--- config.mk ---
export PLATFORM = sky130hd
export DESIGN_NAME = i2c_chsel_ctrl
export DESIGN_NICKNAME = d
export VERILOG_FILES = /design/src/rtl/i2c_chsel_pkg.sv /design/src/rtl/i2c_chsel_sync.sv /design/src/rtl/i2c_chsel_cond.sv /design/src/rtl/i2c_chsel_target.sv /design/src/rtl/i2c_chsel_ctrl.sv
export SDC_FILE = /design/constraint.sdc
export NUM_CORES = 1
export LEC_CHECK = 0
export CAP_MARGIN = 20
export CORE_MARGIN = 4
export CORE_UTILIZATION = 50
export DETAILED_ROUTE_END_ITERATION = 10
export MAX_ROUTING_LAYER = met4
export PLACE_DENSITY_LB_ADDON = 0.1
export SETUP_SLACK_MARGIN = 0.3
export SYNTH_ARGS = -nofsm -noshare
export SYNTH_HDL_FRONTEND = slang
export SYNTH_HIERARCHICAL = 1
export SYNTH_SLANG_ARGS = --single-unit
--- constraint.sdc ---
create_clock -name clk -period 1.44 [get_ports clk]
set_input_delay 0.288 -clock clk [delete_from_list [all_inputs] [get_ports clk]]
set_output_delay 0.288 -clock clk [all_outputs]
set_load 0.05 [all_outputs]
--- src/rtl/i2c_chsel_pkg.sv ---
package i2c_chsel_pkg;
  localparam int unsigned NCH    = 4;
  localparam int unsigned BYTE_W = 2 * NCH;
  localparam int unsigned CNT_W  = $clog2(BYTE_W + 1);

  typedef enum logic [3:0] {
    ST_IDLE,
    ST_ADDR,
    ST_AWAIT,
    ST_AACK,
    ST_WDATA,
    ST_WWAIT,
    ST_WACK,
    ST_RDATA,
    ST_RACK,
    ST_RNEXT
  } tgt_state_e;
endpackage

--- src/rtl/i2c_chsel_sync.sv ---
module i2c_chsel_sync #(
  parameter int unsigned W     = 2,
  parameter int unsigned DEPTH = 2
) (
  input  logic         clk,
  input  logic         rst_ni,
  input  logic [W-1:0] d_i,
  output logic [W-1:0] q_o
);
  for (genvar b = 0; b < W; b++) begin : g_bit
    logic [DEPTH-1:0] stg_q;
    always_ff @(posedge clk or negedge rst_ni) begin
      if (!rst_ni) stg_q <= '1;
      else         stg_q <= {stg_q[DEPTH-2:0], d_i[b]};
    end
    assign q_o[b] = stg_q[DEPTH-1];
  end
endmodule

--- src/rtl/i2c_chsel_cond.sv ---
module i2c_chsel_cond (
  input  logic clk,
  input  logic rst_ni,
  input  logic scl_s_i,
  input  logic sda_s_i,
  output logic start_o,
  output logic stop_o,
  output logic scl_rise_o,
  output logic scl_fall_o
);
  logic scl_prev_q, sda_prev_q;

  always_ff @(posedge clk or negedge rst_ni) begin
    if (!rst_ni) begin
      scl_prev_q <= 1'b1;
      sda_prev_q <= 1'b1;
    end else begin
      scl_prev_q <= scl_s_i;
      sda_prev_q <= sda_s_i;
    end
  end

  assign start_o    = scl_s_i & scl_prev_q & sda_prev_q & ~sda_s_i;
  assign stop_o     = scl_s_i & scl_prev_q & ~sda_prev_q & sda_s_i;
  assign scl_rise_o = scl_s_i & ~scl_prev_q;
  assign scl_fall_o = ~scl_s_i & scl_prev_q;
endmodule

--- src/rtl/i2c_chsel_target.sv ---
module i2c_chsel_target
  import i2c_chsel_pkg::*;
#(
  parameter logic [4:0] ADDR_PREFIX = 5'b11100
) (
  input  logic           clk,
  input  logic           rst_ni,
  input  logic           start_i,
  input  logic           stop_i,
  input  logic           scl_rise_i,
  input  logic           scl_fall_i,
  input  logic           sda_s_i,
  input  logic [1:0]     strap_i,
  input  logic [NCH-1:0] irq_i,
  output logic           pull_o,
  output logic [NCH-1:0] active_o
);
  localparam logic [CNT_W-1:0] LAST_BIT = CNT_W'(BYTE_W - 1);
  localparam logic [CNT_W-1:0] FULL_CNT = CNT_W'(BYTE_W);

  tgt_state_e        state_q, state_d;
  logic [CNT_W-1:0]  cnt_q, cnt_d;
  logic [BYTE_W-1:0] sh_q, sh_d;
  logic              rw_q, rw_d;
  logic [NCH-1:0]    pend_q, pend_d;
  logic              pvld_q, pvld_d;
  logic [NCH-1:0]    act_q, act_d;
  logic              pull_q, pull_d;
  logic [6:0]        own_addr;
  logic [BYTE_W-1:0] status_byte;

  assign own_addr    = {ADDR_PREFIX, strap_i};
  assign status_byte = {irq_i, act_q};

  always_comb begin
    state_d = state_q;
    cnt_d   = cnt_q;
    sh_d    = sh_q;
    rw_d    = rw_q;
    pend_d  = pend_q;
    pvld_d  = pvld_q;
    act_d   = act_q;
    pull_d  = pull_q;
    if (start_i) begin
      state_d = ST_ADDR;
      cnt_d   = '0;
      pvld_d  = 1'b0;
      pull_d  = 1'b0;
    end else if (stop_i) begin
      state_d = ST_IDLE;
      pull_d  = 1'b0;
      if (pvld_q) begin
        act_d  = pend_q;
        pvld_d = 1'b0;
      end
    end else begin
      unique case (state_q)
        ST_ADDR: if (scl_rise_i) begin
          sh_d  = {sh_q[BYTE_W-2:0], sda_s_i};
          cnt_d = cnt_q + 1'b1;
          if (cnt_q == LAST_BIT) begin
            if (sh_q[6:0] == own_addr) begin
              rw_d    = sda_s_i;
              state_d = ST_AWAIT;
            end else begin
              state_d = ST_IDLE;
            end
          end
        end
        ST_AWAIT: if (scl_fall_i) begin
          pull_d  = 1'b1;
          state_d = ST_AACK;
        end
        ST_AACK, ST_RNEXT: if (scl_fall_i) begin
          cnt_d = '0;
          if (state_q == ST_RNEXT || rw_q) begin
            sh_d    = status_byte;
            pull_d  = ~status_byte[BYTE_W-1];
            state_d = ST_RDATA;
          end else begin
            pull_d  = 1'b0;
            state_d = ST_WDATA;
          end
        end
        ST_WDATA: if (scl_rise_i) begin
          sh_d  = {sh_q[BYTE_W-2:0], sda_s_i};
          cnt_d = cnt_q + 1'b1;
          if (cnt_q == LAST_BIT) begin
            pend_d  = {sh_q[NCH-2:0], sda_s_i};
            pvld_d  = 1'b1;
            state_d = ST_WWAIT;
          end
        end
        ST_WWAIT: if (scl_fall_i) begin
          pull_d  = 1'b1;
          state_d = ST_WACK;
        end
        ST_WACK: if (scl_fall_i) begin
          pull_d  = 1'b0;
          cnt_d   = '0;
          state_d = ST_WDATA;
        end
        ST_RDATA: begin
          if (scl_rise_i) begin
            cnt_d = cnt_q + 1'b1;
          end else if (scl_fall_i) begin
            if (cnt_q == FULL_CNT) begin
              pull_d  = 1'b0;
              state_d = ST_RACK;
            end else begin
              sh_d   = {sh_q[BYTE_W-2:0], 1'b0};
              pull_d = ~sh_q[BYTE_W-2];
            end
          end
        end
        ST_RACK: if (scl_rise_i) begin
          state_d = sda_s_i ? ST_IDLE : ST_RNEXT;
        end
        default: ;
      endcase
    end
  end

  always_ff @(posedge clk or negedge rst_ni) begin
    if (!rst_ni) begin
      state_q <= ST_IDLE;
      cnt_q   <= '0;
      sh_q    <= '0;
      rw_q    <= 1'b0;
      pend_q  <= '0;
      pvld_q  <= 1'b0;
      act_q   <= '0;
      pull_q  <= 1'b0;
    end else begin
      state_q <= state_d;
      cnt_q   <= cnt_d;
      sh_q    <= sh_d;
      rw_q    <= rw_d;
      pend_q  <= pend_d;
      pvld_q  <= pvld_d;
      act_q   <= act_d;
      pull_q  <= pull_d;
    end
  end

  assign pull_o   = pull_q;
  assign active_o = act_q;


  act_only_at_stop_chk: assert property (@(posedge clk) disable iff (!rst_ni)
    !stop_i |=> $stable(act_q));

  start_drops_pend_chk: assert property (@(posedge clk) disable iff (!rst_ni)
    start_i |=> !pvld_q);

  stop_releases_sda_chk: assert property (@(posedge clk) disable iff (!rst_ni)
    stop_i |=> !pull_q);

  pend_in_write_chk: assert property (@(posedge clk) disable iff (!rst_ni)
    pvld_q |-> (state_q inside {ST_WDATA, ST_WWAIT, ST_WACK}));

  idle_no_pull_chk: assert property (@(posedge clk) disable iff (!rst_ni)
    (state_q == ST_IDLE) |-> !pull_q);
endmodule

--- src/rtl/i2c_chsel_ctrl.sv ---
module i2c_chsel_ctrl
  import i2c_chsel_pkg::*;
#(
  parameter logic [4:0] ADDR_PREFIX = 5'b11100
) (
  input  logic           clk,
  input  logic           rst_n,
  input  logic           scl_in,
  input  logic           sda_in,
  input  logic [1:0]     addr_strap,
  input  logic [NCH-1:0] irq_in,
  output logic           sda_pull,
  output logic [NCH-1:0] chan_en
);
  logic [1:0] rst_sync_q;
  logic       rst_int_n;
  logic [1:0] bus_s;
  logic       start, stop, scl_rise, scl_fall;

  always_ff @(posedge clk or negedge rst_n) begin
    if (!rst_n) rst_sync_q <= 2'b00;
    else        rst_sync_q <= {rst_sync_q[0], 1'b1};
  end
  assign rst_int_n = rst_sync_q[1];

  i2c_chsel_sync #(.W(2), .DEPTH(2)) u_sync (
    .clk    (clk),
    .rst_ni (rst_int_n),
    .d_i    ({scl_in, sda_in}),
    .q_o    (bus_s)
  );

  i2c_chsel_cond u_cond (
    .clk        (clk),
    .rst_ni     (rst_int_n),
    .scl_s_i    (bus_s[1]),
    .sda_s_i    (bus_s[0]),
    .start_o    (start),
    .stop_o     (stop),
    .scl_rise_o (scl_rise),
    .scl_fall_o (scl_fall)
  );

  i2c_chsel_target #(.ADDR_PREFIX(ADDR_PREFIX)) u_tgt (
    .clk        (clk),
    .rst_ni     (rst_int_n),
    .start_i    (start),
    .stop_i     (stop),
    .scl_rise_i (scl_rise),
    .scl_fall_i (scl_fall),
    .sda_s_i    (bus_s[0]),
    .strap_i    (addr_strap),
    .irq_i      (irq_in),
    .pull_o     (sda_pull),
    .active_o   (chan_en)
  );


  reset_clears_chk: assert property (@(posedge clk)
    !rst_n |=> (chan_en == '0 && !sda_pull));
endmodule

# [After elaboration in Yosys (flattened, before gate mapping)]
# Index checks and enable logic that the tools add are counted.
[totals] wordCells=129 output_inout_bits=5 register_bits=34
[op_classes] n_eq_ne=34 n_bitwise=15 n_addsub=1 n_reduce_logical=21 mux=45
[ops] op="$mux W4" n=19
[ops] op="$mux W7" n=6
[ops] op="$ne A4 B4 Y1 const B" n=9
[ops] op="$pmux W4 S8" n=1
[ops] op="$pmux W7 S3" n=1
[ops] op="$eq A4 B3 Y1 const B" n=5
[ops] op="$reduce_bool A3 Y1" n=5
[ops] op="$mux W1" n=14
[ops] op="$reduce_and A13 Y1" n=1
[ops] op="$eq A4 B4 Y1 const B" n=3
[ops] op="$ne A4 B3 Y1 const B" n=3
[ops] op="$reduce_and A6 Y1" n=2
[ops] op="$ne A2 B2 Y1 const B" n=5
[ops] op="$reduce_bool A10 Y1" n=1
[ops] op="$reduce_and A9 Y1" n=1
[ops] op="$eq A4 B2 Y1 const B" n=2
[ops] op="$not A1 Y1" n=8
[ops] op="$pmux W4 S2" n=1
[ops] op="$and A1 B1 Y1" n=7
[ops] op="$eq A7 B7 Y1" n=1
[ops] op="$ne A3 B1 Y1 const B" n=2
[ops] op="$reduce_and A3 Y1" n=2
[ops] op="$reduce_bool A6 Y1" n=1
[ops] op="$reduce_or A2 Y1" n=3
[ops] op="10 further kinds" n=13

# [Longest topological paths before layout]
# Gate-level depths: netlist of the first run.
[depth] word_depth=7 depth_mapped=7

# [By module]
# Netlist of the first run, hierarchy kept.
[modules_own_cells] mod="i2c_chsel_target" cells_each=175 area_per_inst_um2=1778.0 seq_area_each_um2=650.6 n_inst=1
[modules_own_cells] mod="i2c_chsel_sync" cells_each=6 area_per_inst_um2=120.1 seq_area_each_um2=105.1 n_inst=1
[modules_own_cells] mod="i2c_chsel_cond" cells_each=6 area_per_inst_um2=87.6 seq_area_each_um2=52.6 n_inst=1
[modules_own_cells] mod="i2c_chsel_ctrl" cells_each=3 area_per_inst_um2=53.8 seq_area_each_um2=50.0 n_inst=1

# [Least setup slack after synthesis of the first run]
# OpenSTA, ideal clock, no wires.
[synth_path] path_type="register to register" from="register u_sync.g_bit[0].stg_q[1]" to="register u_tgt.rw_q" stages_incl_launch_ff=8 period_less_slack_ps=2218 t_arrival_ps=2093 n_path_buf=2 setup_slack_ps=-778 setup_ps=125 t_required_ps=1315 path_cell_list="dfstp_2 buf_4 and4b_1 buf_6 or2_2 or2_2 nor3_1 mux2_2"
[synth_via] elab_chain_len=4 word_cells_on_any_way=6
[synth_lines] item="start, declared" line_no="i2c_chsel_sync.sv:11" text="logic [DEPTH-1:0] stg_q;"
[synth_lines] item="start signal, assigned" line_no="i2c_chsel_sync.sv:14" text="else stg_q <= {stg_q[DEPTH-2:0], d_i[b]};"
[synth_lines] item="$not A1 Y1" line_no="i2c_chsel_cond.sv:23" text="assign start_o = scl_s_i & scl_prev_q & sda_prev_q & ~sda_s_i;"
[synth_lines] item="$and A1 B1 Y1" line_no="i2c_chsel_cond.sv:23"
[synth_lines] item="named net start" line_no="i2c_chsel_ctrl.sv:18" text="logic start, stop, scl_rise, scl_fall;"
[synth_lines] item="$not A1 Y1 (no source line)"
[synth_lines] item="$reduce_and A6 Y1 (no source line)"
[synth_lines] item="end signal, assigned" line_no="i2c_chsel_target.sv:138" text="rw_q <= rw_d;"
[synth_lines] item="end, declared" line_no="i2c_chsel_target.sv:24" text="logic rw_q, rw_d;"
# The timed path passes the listed nets, and every way through them passes these cells.
# A chain may end at the register's enable or synchronous reset.

# [Worst setup path after layout of the first run]
[layout_path] from="register u_sync.g_bit[1].stg_q[1]" to="register u_tgt.pend_q[2]"
[layout_via] word_cells_on_any_way=9
[layout_rtl] item="start, declared" line_no="i2c_chsel_sync.sv:11"
[layout_rtl] item="start signal, assigned" line_no="i2c_chsel_sync.sv:14"
[layout_rtl] item="$and A1 B1 Y1" line_no="i2c_chsel_cond.sv:25" text="assign scl_rise_o = scl_s_i & ~scl_prev_q;"
[layout_rtl] item="named net scl_rise" line_no="i2c_chsel_ctrl.sv:18"
[layout_rtl] item="$reduce_and A5 Y1 (no source line)"
[layout_rtl] item="end signal, assigned" line_no="i2c_chsel_target.sv:139" text="pend_q <= pend_d;"
[layout_rtl] item="end, declared" line_no="i2c_chsel_target.sv:25" text="logic [NCH-1:0] pend_q, pend_d;"
# The timed path passes the listed nets, and every way through them passes these cells.

==> out/metrics.sh, run 1 <==
OUTCOME='finished with violations'
VIOLATIONS='setup timing'
DETAILEDPLACEMENTHPWL_UM=3946
CLK_ROOT_BUFFER_CELL='sky130_fd_sc_hd__clkbuf_8'
FINAL_NETS=294
TIMING.CRITICAL_PATH.CELLS='nor2b_4 > nand4b_1 > or2_4 > nor2_4 > mux2_4'
FINAL_AREA_UM2=3136
DETAIL_ROUTE.WIRELENGTH.MET1_UM=2566
IO_PINS=15
TIMING.CRITICAL_PATH.ARRIVAL_NS=2.17
POSTSYNTHREGISTERBITS=34
VIAS_IN_THE_FIRST_GLOBAL_ROUTE=2033
TIMING.CRITICAL_PATH.MAX_DELAY_FAMILY='simple AND/OR/NAND/NOR gates'
LEAKAGE_uW=0.001479
PLACED_CELLS_INCL_TAPS=302
MAXIMUM_FANOUT_COUNT_ALONG_THE_CRITICAL_PATH=7
HOLD_VIOL=0
LAYOUTNONFILLERINSTCOUNT=331
CRITPATHMAXSTAGEDELAY_NS=0.56
SYNTH_AREA_UM2=2039
HIGHEST-SIGNAL-LAYER='met4'
GRT_START_MAX_NET_PINS=33
POWER_DENSITY_nW_PER_UM2=1565
AREA_GROWTH_SYN_TO_LAYOUT_PCT=53.74
YS_ASYNC_SR_FRACTION=1.000
CRIT_PATH_TOP_DELAY_CELL='sky130_fd_sc_hd__dfstp_2'
FRACTION_OF_LAYOUT_INSTANCES_USING_A_DRIVE_STRENGTH_ABOVE_1=0.5724
SYNTH_CELL_TYPES=57
HOLD_PATH_CLASS='input port to async pin'
ANT_NETS=0
PLACED_AREA_UM2=2753
CRIT_REQUIRED_NS=1.61
VDD_DROP_MAX_uV=1303
CTS_INSERTED_BUFFERS=5
MET2_LENGTH_UM=3204
TIMING.MAX_CAP.VIOLATIONS=0
CRIT_PATH_START_KIND='flop'
TOTAL_DIE_AREA_UM2=5165
LAYOUT_WORST_PATH_CYCLE_SHARE=1.389
WORST-PATH-BUF-INV=0
CTS-HOLD-FIX-BUFFERS=0
DIODES=0
POSTSYNTH.TOPFLOPCELL='sky130_fd_sc_hd__dfrtp_1'
CORE_OUTLINE_AREA_UM2=3799
SETUP_TNS_NS=-11.82
SYNTH_FP_NETS=202
FINALWEIGHTEDCONGESTION=0.9080
INITIAL_UTIL=0.5369
MIN_PERIOD_NS=2.001
FINCLKSKEW_NS=0.01206
PRE_CTS_SLACK_NS=-0.5184
DRTPASS1ITERATIONS=4
GRT_ANTENNA_BEFORE_REPAIR=0
PNR_WORST_SETUP_SLACK_NS=-0.5608
SYNTHESIS.AREA_PER_INSTANCE_UM2=10.73
ROUTE.DETAILED.VIAS_PER_INST=5.834
FINAL_COMMON_CELL='sky130_fd_sc_hd__buf_4'
OVERFLOW=0
RSZ_0062_RAISED_AFTER_GLOBAL_ROUTING='true'
WL_PER_CELL_UM=19.33
ROUTED_VIAS=1931
CLOCK.FMAX_GHz=0.4998
DIE_W_UM=71.87
CLOCK_SINKS=34
TIMING.SETUP.CRITICAL_PATH_CLASS='flop to flop'
TIMING.FINAL.MAX_SLEW_VIOLATIONS=0
CTS_TREE='yes'
GRT_PASS1_WL_UM=9915
REMAINING_DRC_ERRORS=0
ROUTED_WL_UM=6399
ROW_COUNT=22
DRT_ITER0_MARKERS=191
FINAL-SETUP-VIOL-COUNT=26
SYNTH_SEQ_AREA_SHARE=0.4209
LAYOUT.CELLS.MOST_COMMON_LIST='sky130_fd_sc_hd__buf_4, sky130_fd_sc_hd__dfrtp_1, sky130_fd_sc_hd__mux2_4'
MAX-CLOCK-PATH-BUFFERS=2
SYNTHCELLS=190
SYNTH_WARNINGS=6
LEVEL_COUNT_OF_THE_CLOCK_H_TREE=2
OVERALL_ROUTING_RESOURCE_USAGE=0.2588
PORT_BUFFERS=14
DIE_H_UM=71.87
MET3WIRELENGTH_UM=365
CLOCK_LATENCY_NS=0.29
TOTALPOWERFINAL_uW=4906
SYNTH-EDFF-COUNT=0
CLKSLEWWORSTSETUPHOLDPATHS_NS=0.07
ENDPOINT_KIND='flop'
==> timing repair <==
| item | 4_1_cts | 5_1_grt |
|---|---|---|
| resized for setup | 24 | 14 |
| gates cloned | 0 | 0 |
| pin swaps | 15 | 7 |
| setup endpoints to repair | 31 | 31 |
| setup buffers | 10 | 11 |
==> state kept, by name, indices dropped and copies added, names as in the netlist, 2 cells and up <==
register / count
u_tgt/pend_q: 4
u_tgt/sh_q: 7
u_tgt/state_q: 4
rst_sync_q: 2
u_sync/g_bit.stg_q: 4
u_tgt/cnt_q: 4
u_tgt/active_o: 4
==> cells in the mapped netlist (2+ instances only) <==
library cell / number / area (µm²)
sky130_fd_sc_hd__nand2_1: 7 / 26.28
sky130_fd_sc_hd__o21a_1: 2 / 15.01
sky130_fd_sc_hd__a22oi_1: 2 / 15.01
sky130_fd_sc_hd__a21oi_2: 2 / 17.52
sky130_fd_sc_hd__mux2_2: 24 / 270.3
sky130_fd_sc_hd__dfstp_2: 6 / 157.7
sky130_fd_sc_hd__buf_6: 6 / 67.56
sky130_fd_sc_hd__inv_1: 7 / 26.28
sky130_fd_sc_hd__a21oi_1: 9 / 45.04
sky130_fd_sc_hd__a211oi_1: 3 / 22.52
sky130_fd_sc_hd__xnor2_1: 3 / 26.28
sky130_fd_sc_hd__nor2b_1: 4 / 25.02
sky130_fd_sc_hd__nor2_4: 2 / 22.52
sky130_fd_sc_hd__clkbuf_1: 2 / 7.510
sky130_fd_sc_hd__o21ai_0: 8 / 40.04
sky130_fd_sc_hd__nor3_1: 3 / 15.01
sky130_fd_sc_hd__buf_4: 3 / 22.52
sky130_fd_sc_hd__or2_2: 2 / 12.51
sky130_fd_sc_hd__mux2i_1: 2 / 20.02
sky130_fd_sc_hd__nor2_1: 11 / 41.29
sky130_fd_sc_hd__nand3_1: 10 / 50.05
sky130_fd_sc_hd__o211ai_1: 2 / 15.01
sky130_fd_sc_hd__and4b_1: 2 / 20.02
sky130_fd_sc_hd__ha_1: 2 / 25.02
sky130_fd_sc_hd__nand3b_1: 2 / 15.01
sky130_fd_sc_hd__dfrtp_1: 28 / 700.7
sky130_fd_sc_hd__o31ai_1: 2 / 15.01
sky130_fd_sc_hd__a21o_1: 2 / 15.01
sky130_fd_sc_hd__nor4b_1: 2 / 17.52
sky130_fd_sc_hd__nor3b_1: 3 / 22.52
==> cell families (layout without fill, tap and decap cells) <==
kind of cell	Yosys count	after routing	share of synthesized area
fa+ha+maj	2	2	0.01227
mux	26	26	0.1423
compound gates	45	45	0.1644
flops	34	34	0.4209
xor+xnor	4	4	0.02086
simple gates	59	59	0.1742
other cells	1	1	0.001839
buf+inv	19	112	0.06319
==> metrics by stage <==
| stage | hold slack [ns] | util |
|---|---|---|
| after floorplan | -0.007591 | - |
| after global placement | 0.2620 | 0.7246 |
| after detailed placement | 0.2861 | 0.7246 |
| after CTS | 0.1488 | 0.7908 |
| after global routing | 0.1417 | 0.8254 |
| final | 0.1497 | 0.8254 |
==> per-layer routing <==
layer | up-vias | GRT usage
li1 | 874 | -
met1 | 942 | 0.3031
met2 | 85 | 0.4327
met3 | 30 | 0.04909
met4 | 0 | 0.1106
met5 | - | -
==> path summary, 6_finish.rpt <==
| path | startpoint | to | slack [ns] | cells after the start |
|---|---|---|---|---|
| max | u_sync/g_bit[1].stg_q[1] | u_tgt/pend_q[2] | -0.56 | 5 |
| min | rst_n | rst_sync_q[0] | 0.15 | 1 |
| max reg2reg | u_sync/g_bit[1].stg_q[1] | u_tgt/pend_q[2] | -0.56 | 5 |
| min reg2reg | rst_sync_q[1] | u_tgt/state_q[3] | 0.26 | 1 |
| max in group asynchronous | rst_sync_q[1] | u_cond/scl_prev_q | 0.84 | 1 |
| min in group clk | u_sync/g_bit[0].stg_q[0] | u_sync/g_bit[0].stg_q[1] | 0.35 | 0 |
==> layout make-up <==
type	count	area, µm²
clock buffers	7	86.33
clock inverters	1	5.005
fillers	201	663.1
inverters	7	26.28
multi-input cells	137	1240
flip-flops and latches	34	860.8
well taps	48	60.06
repair buffers	97	857.1
==> power breakdown <==
part	internal, µW	switching (µW)	total, µW
Clock	386	359	745
Combinational	1560	1340	2900
Sequential	1130	137	1260
(Power assumes the default switching activity.)
==> run 2: changes to the inputs <==
Settings changed: CORE_MARGIN 4 to 2, SLEW_MARGIN set to 20.
==> out/metrics.sh, run 2 (same netlist as run 1, synthesis figures left out) <==
MAX-CLOCK-PATH-BUFFERS=2
OVERFLOW=0
VIAS_IN_THE_FIRST_GLOBAL_ROUTE=1859
PRE_CTS_SLACK_NS=-0.5546
CLK_ROOT_BUFFER_CELL='sky130_fd_sc_hd__clkbuf_8'
DIODES=0
DIE_H_UM=67.87
LARGEST_REGISTER='u_tgt/sh_q'
CRIT_REQUIRED_NS=1.62
FINALWEIGHTEDCONGESTION=0.9130
HIGHEST-SIGNAL-LAYER='met4'
WORST-PATH-BUF-INV=0
MULTI_INPUT_COMB_AREA_UM2=1224
RSZ_0062_RAISED_AFTER_GLOBAL_ROUTING='true'
FINAL-SETUP-VIOL-COUNT=26
OVERALL_ROUTING_RESOURCE_USAGE=0.2857
PNR_WORST_SETUP_SLACK_NS=-0.5350
CTS-HOLD-FIX-BUFFERS=0
MET2_LENGTH_UM=2950
HOLD_PATH_CLASS='input port to async pin'
TIMING.CRITICAL_PATH.ARRIVAL_NS=2.15
TIMING.MAX_CAP.VIOLATIONS=0
PLACED_AREA_UM2=2693
ANT_NETS=0
POWER.SWITCHING_uW=1727
LARGEST_REGISTER_FF_COUNT=7
CRIT_PATH_TOP_DELAY_CELL='sky130_fd_sc_hd__dfstp_2'
REMAINING_DRC_ERRORS=0
TIMING.CRITICAL_PATH.MAX_DELAY_FAMILY='simple AND/OR/NAND/NOR gates'
ROUTED_VIAS=1842
LAYOUT.CELLS.MOST_COMMON_LIST='sky130_fd_sc_hd__buf_4, sky130_fd_sc_hd__dfrtp_1, sky130_fd_sc_hd__mux2_4, sky130_fd_sc_hd__nor2_1, sky130_fd_sc_hd__nand3_1'
LAYOUTNONFILLERINSTCOUNT=316
DETAIL_ROUTE.WIRELENGTH.MET1_UM=2340
LAYOUT.CORE_UTILIZATION=0.7530
FRACTION_OF_LAYOUT_INSTANCES_USING_A_DRIVE_STRENGTH_ABOVE_1=0.5489
VDD_DROP_MAX_uV=899.3
FF_LATCH_AREA_UM2=862.1
CRITICAL_PATH_DEPTH=5
VIOLATIONS='setup timing'
FINCLKSKEW_NS=0.006109
P_INT_uW=2967
ROW_COUNT=23
CRITPATHMAXSTAGEDELAY_NS=0.54
WORSTREGTOREGCELLS=5
TOTAL_DIE_AREA_UM2=4606
CORE_OUTLINE_AREA_UM2=3971
POWER_FRAC_COMB=0.573
OUTCOME='finished with violations'
ROUTE.DETAILED.VIAS_PER_INST=5.829
PORT_BUFFERS=14
FINAL_COMMON_CELL='sky130_fd_sc_hd__buf_4'
CLOCK_SINKS=34
P_SW_FRAC=0.3678
ENDPOINT_KIND='flop'
MAXIMUM_FANOUT_COUNT_ALONG_THE_CRITICAL_PATH=7
SEQPWRFRAC=0.268
IO_PINS=15
DETAILEDPLACEMENTHPWL_UM=3872
CTS_INSERTED_BUFFERS=5
DIE_W_UM=67.87
MET3WIRELENGTH_UM=283
CLOCK_LATENCY_NS=0.29
NUM-FILL-CELLS=263
FINAL_NETS=277
LEAKAGE_uW=0.001371
FINAL_AREA_UM2=2990
LAYOUT_WORST_PATH_CYCLE_SHARE=1.372
CTS_TREE='yes'
TIMING.FINAL.MAX_SLEW_VIOLATIONS=0
POWER_DENSITY_nW_PER_UM2=1570
INITIAL_UTIL=0.5135
ROUTED_WL_UM=5725
CLKSLEWWORSTSETUPHOLDPATHS_NS=0.07
DRTPASS1ITERATIONS=4
AREA_GROWTH_SYN_TO_LAYOUT_PCT=46.63
GRT_START_MAX_NET_PINS=33
PLACED_CELLS_INCL_TAPS=299
CLOCK.FMAX_GHz=0.5063
GRT_PASS1_WL_UM=9039
DRT_ITER0_MARKERS=158
POWER_FRAC_CLOCK=0.158
WL_PER_CELL_UM=18.12
HOLD_VIOL=0
MIN_PERIOD_NS=1.975
TIMING.CRITICAL_PATH.CELLS='nor2b_4 > nand4b_1 > or2_4 > nor2_4 > mux2_4'
TIMING.SETUP.CRITICAL_PATH_CLASS='flop to flop'
CRIT_PATH_START_KIND='flop'
LEVEL_COUNT_OF_THE_CLOCK_H_TREE=2
GRT_ANTENNA_BEFORE_REPAIR=0
[run 2: power groups by stage]
stage          logic (µW)  clock network (µW)  registers (µW)
6_report             2690                 743            1260
4_1_cts              2580                 772            1250
3_5_place_dp         2410                   0            1270
3_3_place_gp         2340                   0            1260
2_1_floorplan        1540                   0            1290
5_1_grt              2850                 810            1280
[run 2: through the flow]
| step | TNS [ns] | total power [µW] | hold WS, ns |
|---|---|---|---|
| floorplan | -9.251 | 2827 | -0.007591 |
| detailed placement | -11.31 | 3680 | 0.2858 |
| global route | -12.13 | 4942 | 0.1522 |
| CTS | -10.05 | 4606 | 0.1529 |
| finish | -10.39 | 4694 | 0.1610 |
| global placement | -10.68 | 3609 | 0.2624 |
[run 2: what timing repair did]
| action | in CTS | in global routing |
|---|---|---|
| gates resized for setup | 25 | 13 |
| endpoints found under the hold margin | 0 | 0 |
| endpoints found under the setup margin | 31 | 31 |
| pin swaps | 18 | 10 |
| gates cloned | 0 | 0 |
| buffers inserted | 8 | 1 |
[run 2: final timing paths]
path	start	endpoint	slack, ns
worst max-delay path	u_sync/g_bit[1].stg_q[1]	u_tgt/pend_q[1]	-0.53
worst min-delay path	rst_n	rst_sync_q[1]	0.16
worst max register to register	u_sync/g_bit[1].stg_q[1]	u_tgt/pend_q[1]	-0.53
worst min register to register	rst_sync_q[1]	u_tgt/state_q[1]	0.27
max in group asynchronous	rst_sync_q[1]	u_cond/sda_prev_q	0.84
min in group clk	u_sync/g_bit[0].stg_q[0]	u_sync/g_bit[0].stg_q[1]	0.36
[run 2: layout make-up]
cell class / instances / share of cell area
sequential: 34 / 0.2883
timing repair buffer: 80 / 0.2410
inverter: 7 / 0.008787
clock buffer: 6 / 0.02762
tap: 50 / 0.02092
multi-input combinational: 137 / 0.4092
clock inverter: 2 / 0.004184
[run 2: routing by layer]
layer,up-vias,GRT usage
met5,-,-
met1,914,0.3433
li1,839,-
met2,72,0.4730
met4,0,0.1150
met3,17,0.05757
